==> src/rtl/wino_in_xform.sv <==
module wino_in_xform #(
  parameter int DW = 8,
  localparam int L  = 4,
  localparam int AW = DW + 2
) (
  input  logic              clk,
  input  logic              rst_n,
  input  logic              in_valid,
  input  logic              in_restart,
  input  logic [L*DW-1:0]   in_col,
  output logic              in_ready,
  output logic              out_valid,
  output logic [L*L*AW-1:0] out_tile
);

  typedef enum logic [1:0] {OP_PASS = 2'd0, OP_ADD = 2'd1, OP_SUB = 2'd2} op_t;

  function automatic op_t coef(int k, int i);
    case (k)
      0: coef = (i == 0) ? OP_ADD : (i == 2) ? OP_SUB : OP_PASS;
      1: coef = (i == 1 || i == 2) ? OP_ADD : OP_PASS;
      2: coef = (i == 2) ? OP_ADD : (i == 1) ? OP_SUB : OP_PASS;
      default: coef = (i == 1) ? OP_ADD : (i == 3) ? OP_SUB : OP_PASS;
    endcase
  endfunction

  logic signed [AW-1:0] win  [L][L];
  logic signed [AW-1:0] mid  [L][L];
  logic signed [AW-1:0] rows [L-1][L];
  logic signed [AW-1:0] outq [L][L];
  logic signed [AW-1:0] feed [L];
  logic signed [AW-1:0] xo   [L];
  logic       busy;
  logic [1:0] have;
  logic [2:0] cnt;
  logic       take;

  assign in_ready = ~busy;
  assign take     = in_valid & ~busy;

  always_comb begin
    for (int i = 0; i < L; i++)
      feed[i] = cnt[2] ? mid[cnt[1:0]][i] : win[cnt[1:0]][i];
  end

  always_comb begin
    for (int k = 0; k < L; k++) begin
      xo[k] = '0;
      for (int i = 0; i < L; i++) begin
        case (coef(k, i))
          OP_ADD:  xo[k] = xo[k] + feed[i];
          OP_SUB:  xo[k] = xo[k] - feed[i];
          default: xo[k] = xo[k];
        endcase
      end
    end
  end

  always_ff @(posedge clk) begin
    if (!rst_n) begin
      busy      <= 1'b0;
      have      <= '0;
      cnt       <= '0;
      out_valid <= 1'b0;
    end else begin
      out_valid <= 1'b0;
      if (take) begin
        if (in_restart)        have <= 2'd1;
        else if (have == 2'd3) begin busy <= 1'b1; cnt <= '0; end
        else                   have <= have + 2'd1;
      end
      if (busy) begin
        cnt <= cnt + 3'd1;
        if (cnt == 3'd7) begin
          busy      <= 1'b0;
          have      <= 2'd2;
          out_valid <= 1'b1;
        end
      end
    end
  end

  always_ff @(posedge clk) begin
    if (take) begin
      for (int c = 0; c < L-1; c++) win[c] <= win[c+1];
      for (int i = 0; i < L; i++)
        win[L-1][i] <= AW'($signed(in_col[i*DW +: DW]));
    end
    if (busy && !cnt[2]) begin
      for (int k = 0; k < L; k++) mid[k][cnt[1:0]] <= xo[k];
    end
    if (busy && cnt[2] && cnt != 3'd7) begin
      for (int k = 0; k < L; k++) rows[cnt[1:0]][k] <= xo[k];
    end
  end

  always_ff @(posedge clk) begin
    if (!rst_n) begin
      for (int r = 0; r < L; r++)
        for (int c = 0; c < L; c++) outq[r][c] <= '0;
    end else if (busy && cnt == 3'd7) begin
      for (int r = 0; r < L-1; r++) outq[r] <= rows[r];
      for (int c = 0; c < L; c++) outq[L-1][c] <= xo[c];
    end
  end

  for (genvar r = 0; r < L; r++) begin : g_or
    for (genvar c = 0; c < L; c++) begin : g_oc
      assign out_tile[(r*L+c)*AW +: AW] = outq[r][c];
    end
  end

  assert_pulse_R6: assert property (@(posedge clk) disable iff (!rst_n)
    out_valid |=> !out_valid);
  assert_ready_back_R5: assert property (@(posedge clk) disable iff (!rst_n)
    out_valid |-> in_ready);
  assert_ready_drop_R5: assert property (@(posedge clk) disable iff (!rst_n)
    $fell(in_ready) |-> $past(in_valid));
  assert_tile_count_R4: assert property (@(posedge clk) disable iff (!rst_n)
    (take && !in_restart && have == 2'd3) |=> !in_ready);
  assert_hold_R7: assert property (@(posedge clk) disable iff (!rst_n)
    !out_valid |-> $stable(out_tile));

endmodule

==> config.mk <==
export PLATFORM = sky130hd
export DESIGN_NAME = wino_in_xform
export DESIGN_NICKNAME = d
export VERILOG_FILES = /design/src/rtl/wino_in_xform.sv
export SDC_FILE = /design/constraint.sdc
export NUM_CORES = 1
export LEC_CHECK = 0
export ABC_AREA = 1
export ABC_CLOCK_PERIOD_IN_PS = 20500
export BUFFER_PORTS_ARGS = -buffer_cell sky130_fd_sc_hd__buf_2
export CORE_MARGIN = 2
export CORE_UTILIZATION = 49
export DETAILED_ROUTE_END_ITERATION = 10
export GPL_ROUTABILITY_DRIVEN = 0
export GPL_TIMING_DRIVEN = 0
export HOLD_SLACK_MARGIN = 0.06
export PLACE_DENSITY = 0.68
export SYNTH_ARGS = -nofsm -noshare
export SYNTH_HDL_FRONTEND = slang
export SYNTH_SLANG_ARGS = --single-unit
==> constraint.sdc <==
create_clock -name clk -period 20.5 [get_ports clk]
set_clock_uncertainty 0.1 [all_clocks]
set_input_delay 2.05 -clock clk [delete_from_list [all_inputs] [get_ports clk]]
set_output_delay 2.05 -clock clk [all_outputs]
set_load 0.05 [all_outputs]
==> impl_metrics.toml <==
[clock_network]
clockRootBuffer = "clkbuf_16"
cts.reportedPaths.clkPinSlew_ns = 0.07
cts_setup_buffers = 0
cts_sinks = 566
cts_resized = 0
cts_hold_buf = 0
clk_latency_ns = 0.61
cts_tree = "built"
cts_max_level = 2
cts_max_path_buffers = 3
cts_made_buffers = 54

[critical_path]
crit_slowest_cell = "xor2_1"
worstPathMaxFanout = 10
slowest_delay_ns = 1.05
critPathKind = "reg2reg"
worstPathRequired_ns = 20.62
end_kind = "flip-flop"
arrival_ns = 4.95
cp_cell_sequence = "buf_4 > inv_4 > clkbuf_1 > o21ai_0 > o22ai_1 > inv_1 > o21ai_2 > ha_1 > inv_1 > fa_1 > nand3b_1 > nand2_1 > nand2_1 > o21ai_1 > xor2_1"
start_kind = "flip-flop"

[logic_synthesis]
synth_top_area_cell = "edfxtp_1"
ys.flop_type = "edfxtp_1"
synthDominantCellAreaShare_pct = 65.4
synthDistinctLibCells = 42
synth_seq_cells = 566
synthTopCellsByCount = "edfxtp_1 (489), nor2_1 (248), nand2_1 (221)"
syn_avg_cell_area_sq_um = 12.6
ys_seq_area_share_pct = 72.3
synth_edf_count = 489
synth_fp_nets = 1865
synth.most_common_cell = "edfxtp_1"
synth-async-reset-ratio_pct = 0
synthCells = 1784
synth_area_leaders = "edfxtp_1 (65%), dfxtp_1 (6.9%), nor2_1 (4.1%)"
yosysWarnings = 0
syn_area_sq_um = 22400

[status]
violations = "capacitance limit, slew limit"
outcome = "finished, violations left"

[global_routing]
antenna_found_initial = 1
grt_max_degree = 55
grt_pass1_wl_um = 86500
grt_pass1_vias = 14120
track_usage_pct = 25.0
gr-total-overflow = 0

[route]
route.detailed.drc = 0
vias = 14876
drt_wl_total_um = 59600
ant_nets = 0
first_iter_violations = 1722
viasPerCell = 5.52
firstDrtPassIters = 5
wl_per_cell_um = 22.1

[sta]
setup_ws_ns = 15.67
setup_tns_ns = 0
hold_violations = 0
period_minus_slack_ns = 4.83
relSlewSlack_pct = -5.76
min_period_over_period_pct = 23.6
fmax_ghz = 0.207
drv_slew = 27
hold_ws_ns = 0.343
tightestPinTransition_ns = 1.58
setup_viol = 0
rsz0062_at_grt = "no"

[power]
power.density_nw_per_um2 = 98.3
p_leak_nw = 10.9
peakVddDrop_uv = 69.7
power_mw = 2.60

[cells_and_area]
areaGrowthSynthToFinish_pct = 18.0
regArea_sq_um = 16200
multi_input_area_sq_um = 5040
fin_nets = 2132
drive_gt1_share_pct = 20.5
fin_cells = 2697
fillers = 3600
insertedDiodeCount = 0

[die]
fp-row-count = 78
boundaryPins = 198
dieArea_sq_um = 47500
start_util_pct = 49.5
die-width_um = 218
fp.dieH_um = 218
coreArea_sq_um = 45300

[run]
max_cap_violations = 3

[hold_path]
hp-class = "reg2reg"

[placement]
place_ws_ns = 15.78
io_buffers = 197
hpwlAfterDp_um = 41100
place_inst = 2595
## flip-flops by register name (all words and copies together) (netlist names), named ones only
name / flops
mid: 156
outq: 156
win: 128
rows: 117
cnt: 3
have: 2
busy: 1
out_valid: 1
## cells by family after synthesis
family,after synthesis,synth area share [%]
buffers and inverters,290,5.72
adders and majority gates,45,2.64
and+or+nand+nor,546,9.76
xor gates and xnor gates,20,0.781
DFF,566,72.3
AOI/OAI and AO/OA,317,8.78
## worst max-delay path: cells and delay by family (launching register included)
kind,cells,cell delay (ns)
flops,1,0.30
fa+ha+maj,2,0.74
simple gates,3,0.39
compound gates,4,0.77
buf+inv,5,1.06
xor+xnor,1,1.05
## path summary, 6_finish.rpt
path                                    end  slack [ns]  depth (start not counted)        from
worst max register to register  rows[1][26]       15.67                         15   flip-flop
worst min register to register   win[0][30]        0.34                          0  win[1][30]
worst min-delay path             win[0][30]        0.34                          0  win[1][30]
worst max-delay path            rows[1][26]       15.67                         15   flip-flop
## final cells by class
| cell class | count | area share (%) |
|---|---|---|
| Buffer | 86 | 1.91 |
| Clock buffer | 70 | 5.64 |
| Clock inverter | 32 | 1.50 |
| Inverter | 204 | 2.93 |
| Multi-Input combinational cell | 928 | 19.0 |
| Sequential cell | 566 | 61.3 |
| Tap cell | 600 | 2.84 |
| Timing Repair Buffer | 211 | 4.83 |
## per-stage QoR
step           area [sq um]  util, %
6_report              26500     58.5
5_1_grt               26500     58.5
4_1_cts               26500     58.5
3_5_place_dp          24600     54.3
3_3_place_gp          24200     53.4
2_1_floorplan         22400        -
## per-layer routing
layer | global-route usage [%] | vias to the layer above | part of all wire (%)
li1 | - | 6742 | -
met3 | 5.90 | 145 | 11
met1 | 34.1 | 7214 | 39
met2 | 38.5 | 775 | 45
met5 | 0 | - | 0
met4 | 10.9 | 0 | 4.7
## power by group
group          total [mW]  internal [mW]  switching, mW
registers            1.32           1.31        0.00903
logic               0.231         0.0458          0.185
clock network        1.05          0.628          0.426
## placed cells by master (no fill, tap or decap), drive strengths merged, types with 48 or more instances in the layout
master  count
buf       283
nor2      249
o21ai     149
inv       206
nand3      48
dfxtp      77
edfxtp    489
clkbuf     84
nand2     227
Power figures use the tool's default switching activity.
